### config.mk
export PLATFORM = sky130hd
export DESIGN_NAME = dmf_merge
export DESIGN_NICKNAME = d
export VERILOG_FILES = /design/src/rtl/dmf_pkg.sv /design/src/rtl/dmf_accum.sv /design/src/rtl/dmf_ring.sv /design/src/rtl/dmf_arbiter.sv /design/src/rtl/dmf_merge.sv
export SDC_FILE = /design/constraint.sdc
export NUM_CORES = 1
export LEC_CHECK = 0
export BUFFER_PORTS_ARGS = -buffer_cell sky130_fd_sc_hd__buf_4
export CAP_MARGIN = 25
export CORE_ASPECT_RATIO = 0.5
export CORE_MARGIN = 4
export CORE_UTILIZATION = 40
export CTS_BUF_LIST = sky130_fd_sc_hd__clkbuf_4 sky130_fd_sc_hd__clkbuf_8
export CTS_CLUSTER_DIAMETER = 100
export DETAILED_ROUTE_END_ITERATION = 8
export GPL_ROUTABILITY_DRIVEN = 0
export HOLD_SLACK_MARGIN = 0.02
export PLACE_DENSITY = 0.64
export SYNTH_ARGS = -nofsm -noshare
export SYNTH_HDL_FRONTEND = slang
export SYNTH_HIERARCHICAL = 1
export SYNTH_SLANG_ARGS = --single-unit
### constraint.sdc
create_clock -name clk -period 5.25 [get_ports clk]
set_clock_uncertainty 0.2 [all_clocks]
set_input_delay 0.525 -clock clk [delete_from_list [all_inputs] [get_ports clk]]
set_output_delay 0.525 -clock clk [all_outputs]
set_load 0.02 [all_outputs]
### src/rtl/dmf_pkg.sv
// Shared types for the deferred payload merge block.
// Assumes nothing beyond IEEE 1800-2017 packages.
package dmf_pkg;

    // Which requester owns the memory port in a cycle.
    typedef enum logic [1:0] {
        GNT_IDLE,
        GNT_CMD,
        GNT_BYPASS,
        GNT_DRAIN
    } grant_e;

endpackage

### src/rtl/dmf_accum.sv
// Accumulates the byte masks of one command's data phase.
// Assumes beats of one command are contiguous (in-order data phases).
// The completed value is presented combinationally in the last-beat cycle.
module dmf_accum #(
    parameter int MASK_W = 8
) (
    input  logic              clk,
    input  logic              rst_n,
    input  logic              beat_valid,
    input  logic              beat_last,
    input  logic [MASK_W-1:0] beat_mask,
    output logic              done_valid,
    output logic [MASK_W-1:0] done_mask
);

    logic [MASK_W-1:0] acc_q;

    // Hold the running OR; restart from zero after the closing beat.
    always_ff @(posedge clk) begin
        if (!rst_n)
            acc_q <= '0;
        else if (beat_valid)
            acc_q <= beat_last ? '0 : (acc_q | beat_mask);
    end

    // Completed result includes the closing beat's mask.
    always_comb begin
        done_valid = beat_valid && beat_last;
        done_mask  = acc_q | beat_mask;
    end

    assert_acc_restart_R3: assert property (@(posedge clk) disable iff (!rst_n)
        (beat_valid && beat_last) |=> (acc_q == '0));

    assert_idle_beat_R3: assert property (@(posedge clk) disable iff (!rst_n)
        !beat_valid |=> $stable(acc_q));

endmodule

### src/rtl/dmf_ring.sv
// Shallow ring of pending deferred results that overwrites its oldest
// element when pushed while full without a pop in the same cycle.
// Assumes pop is only raised by the port owner in a free cycle.
module dmf_ring #(
    parameter int DEPTH  = 4,
    parameter int ELEM_W = 14
) (
    input  logic              clk,
    input  logic              rst_n,
    input  logic              push,
    input  logic [ELEM_W-1:0] push_data,
    input  logic              pop,
    output logic [ELEM_W-1:0] head,
    output logic              empty,
    output logic              full
);

    localparam int PTR_W = (DEPTH > 1) ? $clog2(DEPTH) : 1;
    localparam int CNT_W = $clog2(DEPTH + 1);
    localparam logic [PTR_W-1:0] LAST_SLOT = PTR_W'(DEPTH - 1);
    localparam logic [CNT_W-1:0] FULL_CNT  = CNT_W'(DEPTH);

    logic [ELEM_W-1:0] slots [DEPTH];
    logic [PTR_W-1:0]  rd_q, wr_q;
    logic [CNT_W-1:0]  cnt_q;
    logic              pop_ok, overwrite, grow;

    function automatic logic [PTR_W-1:0] bump(input logic [PTR_W-1:0] p);
        return (p == LAST_SLOT) ? '0 : p + 1'b1;
    endfunction

    // Derive occupancy flags and this cycle's pointer actions.
    always_comb begin
        empty     = (cnt_q == '0);
        full      = (cnt_q == FULL_CNT);
        head      = slots[rd_q];
        pop_ok    = pop && !empty;
        overwrite = push && full && !pop_ok;
        grow      = push && !overwrite;
    end

    // Store pushed elements; storage needs no reset.
    always_ff @(posedge clk) begin
        if (push)
            slots[wr_q] <= push_data;
    end

    // Advance pointers and occupancy; overwrite drops the oldest slot.
    always_ff @(posedge clk) begin
        if (!rst_n) begin
            rd_q  <= '0;
            wr_q  <= '0;
            cnt_q <= '0;
        end else begin
            if (push)
                wr_q <= bump(wr_q);
            if (pop_ok || overwrite)
                rd_q <= bump(rd_q);
            if (grow && !pop_ok)
                cnt_q <= cnt_q + 1'b1;
            else if (!grow && pop_ok)
                cnt_q <= cnt_q - 1'b1;
        end
    end

    assert_overwrite_stays_full_R8: assert property (@(posedge clk) disable iff (!rst_n)
        (push && full && !pop) |=> full);

    assert_no_phantom_R6: assert property (@(posedge clk) disable iff (!rst_n)
        (empty && !push) |=> empty);

endmodule

### src/rtl/dmf_arbiter.sv
// Owns the single memory write port: command writes first, then either a
// same-cycle bypass (ring empty) or a drain of the ring head.
// Assumes the ring head is valid whenever fifo_empty is low.
module dmf_arbiter
    import dmf_pkg::*;
#(
    parameter int IDX_W   = 6,
    parameter int ENTRY_W = 32,
    parameter int MASK_W  = 8,
    parameter int FLD_LSB = 8
) (
    input  logic               cmd_valid,
    input  logic [IDX_W-1:0]   cmd_idx,
    input  logic [ENTRY_W-1:0] cmd_data,
    input  logic               done_valid,
    input  logic [IDX_W-1:0]   done_idx,
    input  logic [MASK_W-1:0]  done_mask,
    input  logic               fifo_empty,
    input  logic [IDX_W-1:0]   head_idx,
    input  logic [MASK_W-1:0]  head_mask,
    output logic               fifo_push,
    output logic               fifo_pop,
    output logic               mem_we,
    output logic [IDX_W-1:0]   mem_addr,
    output logic [ENTRY_W-1:0] mem_wdata,
    output logic [ENTRY_W-1:0] mem_wbe
);

    localparam logic [ENTRY_W-1:0] FLD_BITS = ENTRY_W'({MASK_W{1'b1}}) << FLD_LSB;

    grant_e gnt;

    // Pick the port owner for this cycle.
    always_comb begin
        if (cmd_valid)
            gnt = GNT_CMD;
        else if (done_valid && fifo_empty)
            gnt = GNT_BYPASS;
        else if (!fifo_empty)
            gnt = GNT_DRAIN;
        else
            gnt = GNT_IDLE;
    end

    // Drive the port and the ring controls from the grant.
    always_comb begin
        mem_we    = 1'b0;
        mem_addr  = '0;
        mem_wdata = '0;
        mem_wbe   = '0;
        fifo_pop  = 1'b0;
        fifo_push = 1'b0;
        unique case (gnt)
            GNT_CMD: begin
                mem_we    = 1'b1;
                mem_addr  = cmd_idx;
                mem_wdata = cmd_data & ~FLD_BITS;
                mem_wbe   = '1;
                fifo_push = done_valid;
            end
            GNT_BYPASS: begin
                mem_we    = 1'b1;
                mem_addr  = done_idx;
                mem_wdata = ENTRY_W'(done_mask) << FLD_LSB;
                mem_wbe   = FLD_BITS;
            end
            GNT_DRAIN: begin
                mem_we    = 1'b1;
                mem_addr  = head_idx;
                mem_wdata = ENTRY_W'(head_mask) << FLD_LSB;
                mem_wbe   = FLD_BITS;
                fifo_pop  = 1'b1;
                fifo_push = done_valid;
            end
            default: ;
        endcase
    end

endmodule

### src/rtl/dmf_merge.sv
// Deferred payload merge: writes command entries at once with the deferred
// field cleared, accumulates data-phase masks, and merges each result back
// into its entry through a partial write, directly or via a shallow ring.
// Assumes data phases arrive in command order and beat_idx names the entry.
module dmf_merge #(
    parameter int IDX_W   = 6,
    parameter int ENTRY_W = 32,
    parameter int MASK_W  = 8,
    parameter int FLD_LSB = 8,
    parameter int DEPTH   = 4
) (
    input  logic               clk,
    input  logic               rst_n,
    input  logic               cmd_valid,
    input  logic [IDX_W-1:0]   cmd_idx,
    input  logic [ENTRY_W-1:0] cmd_data,
    input  logic               beat_valid,
    input  logic               beat_last,
    input  logic [IDX_W-1:0]   beat_idx,
    input  logic [MASK_W-1:0]  beat_mask,
    output logic               mem_we,
    output logic [IDX_W-1:0]   mem_addr,
    output logic [ENTRY_W-1:0] mem_wdata,
    output logic [ENTRY_W-1:0] mem_wbe
);

    localparam int ELEM_W = IDX_W + MASK_W;
    localparam logic [ENTRY_W-1:0] FLD_BITS = ENTRY_W'({MASK_W{1'b1}}) << FLD_LSB;

    logic              done_valid;
    logic [MASK_W-1:0] done_mask;
    logic              fifo_push, fifo_pop, fifo_empty, fifo_full;
    logic [ELEM_W-1:0] fifo_head;

    dmf_accum #(.MASK_W(MASK_W)) u_accum (
        .clk        (clk),
        .rst_n      (rst_n),
        .beat_valid (beat_valid),
        .beat_last  (beat_last),
        .beat_mask  (beat_mask),
        .done_valid (done_valid),
        .done_mask  (done_mask)
    );

    dmf_ring #(.DEPTH(DEPTH), .ELEM_W(ELEM_W)) u_ring (
        .clk       (clk),
        .rst_n     (rst_n),
        .push      (fifo_push),
        .push_data ({beat_idx, done_mask}),
        .pop       (fifo_pop),
        .head      (fifo_head),
        .empty     (fifo_empty),
        .full      (fifo_full)
    );

    dmf_arbiter #(
        .IDX_W(IDX_W), .ENTRY_W(ENTRY_W), .MASK_W(MASK_W), .FLD_LSB(FLD_LSB)
    ) u_arb (
        .cmd_valid  (cmd_valid),
        .cmd_idx    (cmd_idx),
        .cmd_data   (cmd_data),
        .done_valid (done_valid),
        .done_idx   (beat_idx),
        .done_mask  (done_mask),
        .fifo_empty (fifo_empty),
        .head_idx   (fifo_head[ELEM_W-1:MASK_W]),
        .head_mask  (fifo_head[MASK_W-1:0]),
        .fifo_push  (fifo_push),
        .fifo_pop   (fifo_pop),
        .mem_we     (mem_we),
        .mem_addr   (mem_addr),
        .mem_wdata  (mem_wdata),
        .mem_wbe    (mem_wbe)
    );

    assert_cmd_first_R2: assert property (@(posedge clk) disable iff (!rst_n)
        cmd_valid |-> (mem_we && mem_addr == cmd_idx && mem_wbe == '1
                       && (mem_wdata & FLD_BITS) == '0));

    assert_bypass_now_R4: assert property (@(posedge clk) disable iff (!rst_n)
        (done_valid && !cmd_valid && fifo_empty) |-> (mem_we && mem_addr == beat_idx));

    assert_partial_only_R7: assert property (@(posedge clk) disable iff (!rst_n)
        (mem_we && !cmd_valid) |-> (mem_wbe == FLD_BITS && (mem_wdata & ~FLD_BITS) == '0));

    assert_no_drain_under_cmd_R5: assert property (@(posedge clk) disable iff (!rst_n)
        (cmd_valid && !fifo_empty) |=> !fifo_empty);

    assert_full_flag_R8: assert property (@(posedge clk) disable iff (!rst_n)
        fifo_full |-> !fifo_empty);

endmodule

==> flow_summary.ini <==
[outcome]
status = finished clean

[global_routing]
overflow = 0
grt_pass1_wl_mm = 12.54
antenna_found_initial = 0
first_global_vias = 2357
groute.usage.overall_pct = 14.86
grt_max_degree = 65

[logic_synthesis]
synth.avg_cell_area_um2 = 13.27
syn_area_um2 = 3689
synth_cell_type_count = 38
synth_warnings = 6
yosysMostFrequentCell = edfxtp_1
synth_adder_area_share_pct = 2.578
netlist.area_leader.share_pct = 45.59
async_reset_ff_share_pct = 0
synth_commonest_cells = edfxtp_1 (56), buf_4 (34), and2_1 (29)
synthTopCellsByArea = edfxtp_1 (46%), dfxtp_1 (9.2%), buf_4 (6.9%)
synthCells = 278
synth_mux_area_share_pct = 10.04
ys.flop_type = edfxtp_1
synthSimpleGateAreaFrac_pct = 15.84
synth_seq_cells = 73
synthXorXnorAreaFrac_pct = 0.4749
netlist.top_cell.by_area = edfxtp_1
synth_edf_count = 56
syn_nets = 342
yosysSeqAreaShare_pct = 54.82
synth_compound_area_share_pct = 5.360
synth_top_family_by_area = simple AND/OR/NAND/NOR gates

[clocking]
cts_max_level = 3
clk_path_buf_depth = 2
cts_setup_buffers = 0
cts_resized = 0
clkTransAtPathRegs_ns = 0.07
cts_tree = built
cts.sinks = 73
clk_latency_ns = 0.34
ctsHoldBuffers = 0
cts_inserted_buffers = 9
clockRootBuffer = clkbuf_8

[finish]
postLayoutCoreUtil_pct = 51.73
final_cells = 484
area_growth_pct = 23.81
antenna_cells = 0
fin_area_um2 = 4567
layout-drive-gt1-share_pct = 46.32
nNetsFinal = 426

[worst_setup_path]
start_kind = flop
crit_path_end_kind = flop
path_max_fanout = 31
crit_required_ns = 5.32
arrival_ns = 3.55
critPathKind = flop to flop

[timing]
min_period_ns = 3.486
slew_viol_final = 0
tightest_slew_ns = 0.9583
hold_viol = 0
max_freq_mhz = 286.9
setup_viol = 0
tns_ns = 0
finalCritPeriodShare_pct = 66.40
slew_headroom_pct = 36.05
rsz0062_at_grt = no

[routing]
drtIter0Drc = 94
drt_pass1_iterations = 4
drc = 0
routed_via_density = 4.804
wl_per_cell_um = 16.86
wirelength_mm = 8.162
ant_nets = 0
via_count = 2325

[pwr]
powerDensity_nw_per_um2 = 386.4
vdd.ir_drop.worst_uv = 169.9
power_uw = 1765
power_frac_clock_pct = 23.8
internal-power_uw = 1199
p_seq_share_pct = 39.0
leakage_uw = 0.001790
p_sw_uw = 566.0
combPwrFrac_pct = 37.2
netSwitchingFraction_pct = 32.08

[die]
die_area_um2 = 10910
ios = 128
core_um2 = 8828
num_rows = 24
initial_core_util_pct = 41.78
fp.dieH_um = 75.90
fp.dieW_um = 143.8

[place]
dpl.hpwl_mm = 5.703
placed_area_um2 = 4349
io_buffers = 119
dp.cells = 467

[hold_path]
hold_class = input port to flop

[flow_run]
drv_cap = 0
## layer usage
layer,wire [um],GRT usage (%),vias up
met1,3339,18.55,1110
met2,3981,24.51,87
li1,-,-,1119
met4,119,5.075,0
met3,722,4.591,9
met5,0,0,-
## power by group through the flow
stage          Sequential, uW  Clock (uW)  Combinational [uW]
6_report                  688         419                 657
5_1_grt                   693         459                 714
4_1_cts                   712         432                 622
3_3_place_gp              721           0                 608
2_1_floorplan             690           0                 544
3_5_place_dp              724           0                 620
## cell usage in the layout, fill, tap and decap left out, types with 3 or more instances in the layout
| master | n |
|---|---|
| nor2b_1 | 8 |
| a21oi_1 | 9 |
| and2_1 | 29 |
| nor3b_1 | 3 |
| edfxtp_1 | 56 |
| nand3_2 | 7 |
| clkbuf_8 | 9 |
| mux4_1 | 4 |
| nand2_1 | 5 |
| dfxtp_1 | 17 |
| nand3_1 | 7 |
| mux2i_1 | 4 |
| nor2_1 | 11 |
| ha_1 | 6 |
| buf_4 | 119 |
| clkbuf_4 | 3 |
| a31oi_1 | 6 |
| nand2b_1 | 14 |
| or2_2 | 8 |
| a21oi_2 | 7 |
| inv_1 | 5 |
| mux4_2 | 10 |
## state kept, by name (all words and copies together), names as in the netlist, named ones only
signal / flops
u_ring/cnt_q: 3
u_accum/acc_q: 8
u_ring/wr_q: 2
u_ring/rd_q: 2
u_ring/slots: 56
## metrics by stage
| stage | hold slack, ns | worst slack, ns |
|---|---|---|
| after global routing | 0.1691 | 1.436 |
| after detailed placement | 0.2510 | 1.632 |
| after floorplan | 0.2293 | 2.190 |
| final | 0.1891 | 1.764 |
| after global placement | 0.2421 | 1.832 |
| after CTS | 0.1702 | 1.732 |
## cell type report
type | count | area [um2]
Fill cell | 750 | 4262
Sequential cell | 73 | 2022
Multi-Input combinational cell | 152 | 1265
Timing Repair Buffer | 120 | 920.9
Clock buffer | 12 | 146.4
Tap cell | 117 | 146.4
Clock inverter | 4 | 43.79
Inverter | 6 | 22.52
## worst max-delay path, cell delays in order, from the launching register on
cell and delay, ns:
dfxtp_1 0.43, or3_1 0.19, inv_1 0.42, a21boi_1 0.60, a21boi_0 0.24, ha_1 0.22, inv_1 0.07, fa_1 0.37
xor2_1 0.16, or3_1 0.31, a21boi_0 0.18
## cell families (layout without fill, tap and decap cells)
kind of cell,Yosys count,in the layout
AO/OA/AOI/OAI,29,29
AND/OR/NAND/NOR,96,96
buffers and inverters,53,142
XOR/XNOR,2,2
flip-flops,73,73
adder cells (fa/ha/maj),7,7
multiplexers,18,18
## worst paths after layout
check,cells after the start,to,from,slack [ns]
worst max register to register,10,u_ring/cnt_q[2],u_ring/cnt_q[0],1.76
worst max-delay path,10,u_ring/cnt_q[2],u_ring/cnt_q[0],1.76
worst min-delay path,1,u_ring/slots[0][11],beat_idx[3],0.19
worst min register to register,2,u_accum/acc_q[2],u_accum/acc_q[2],0.26
Power figures use the tool's default switching activity.
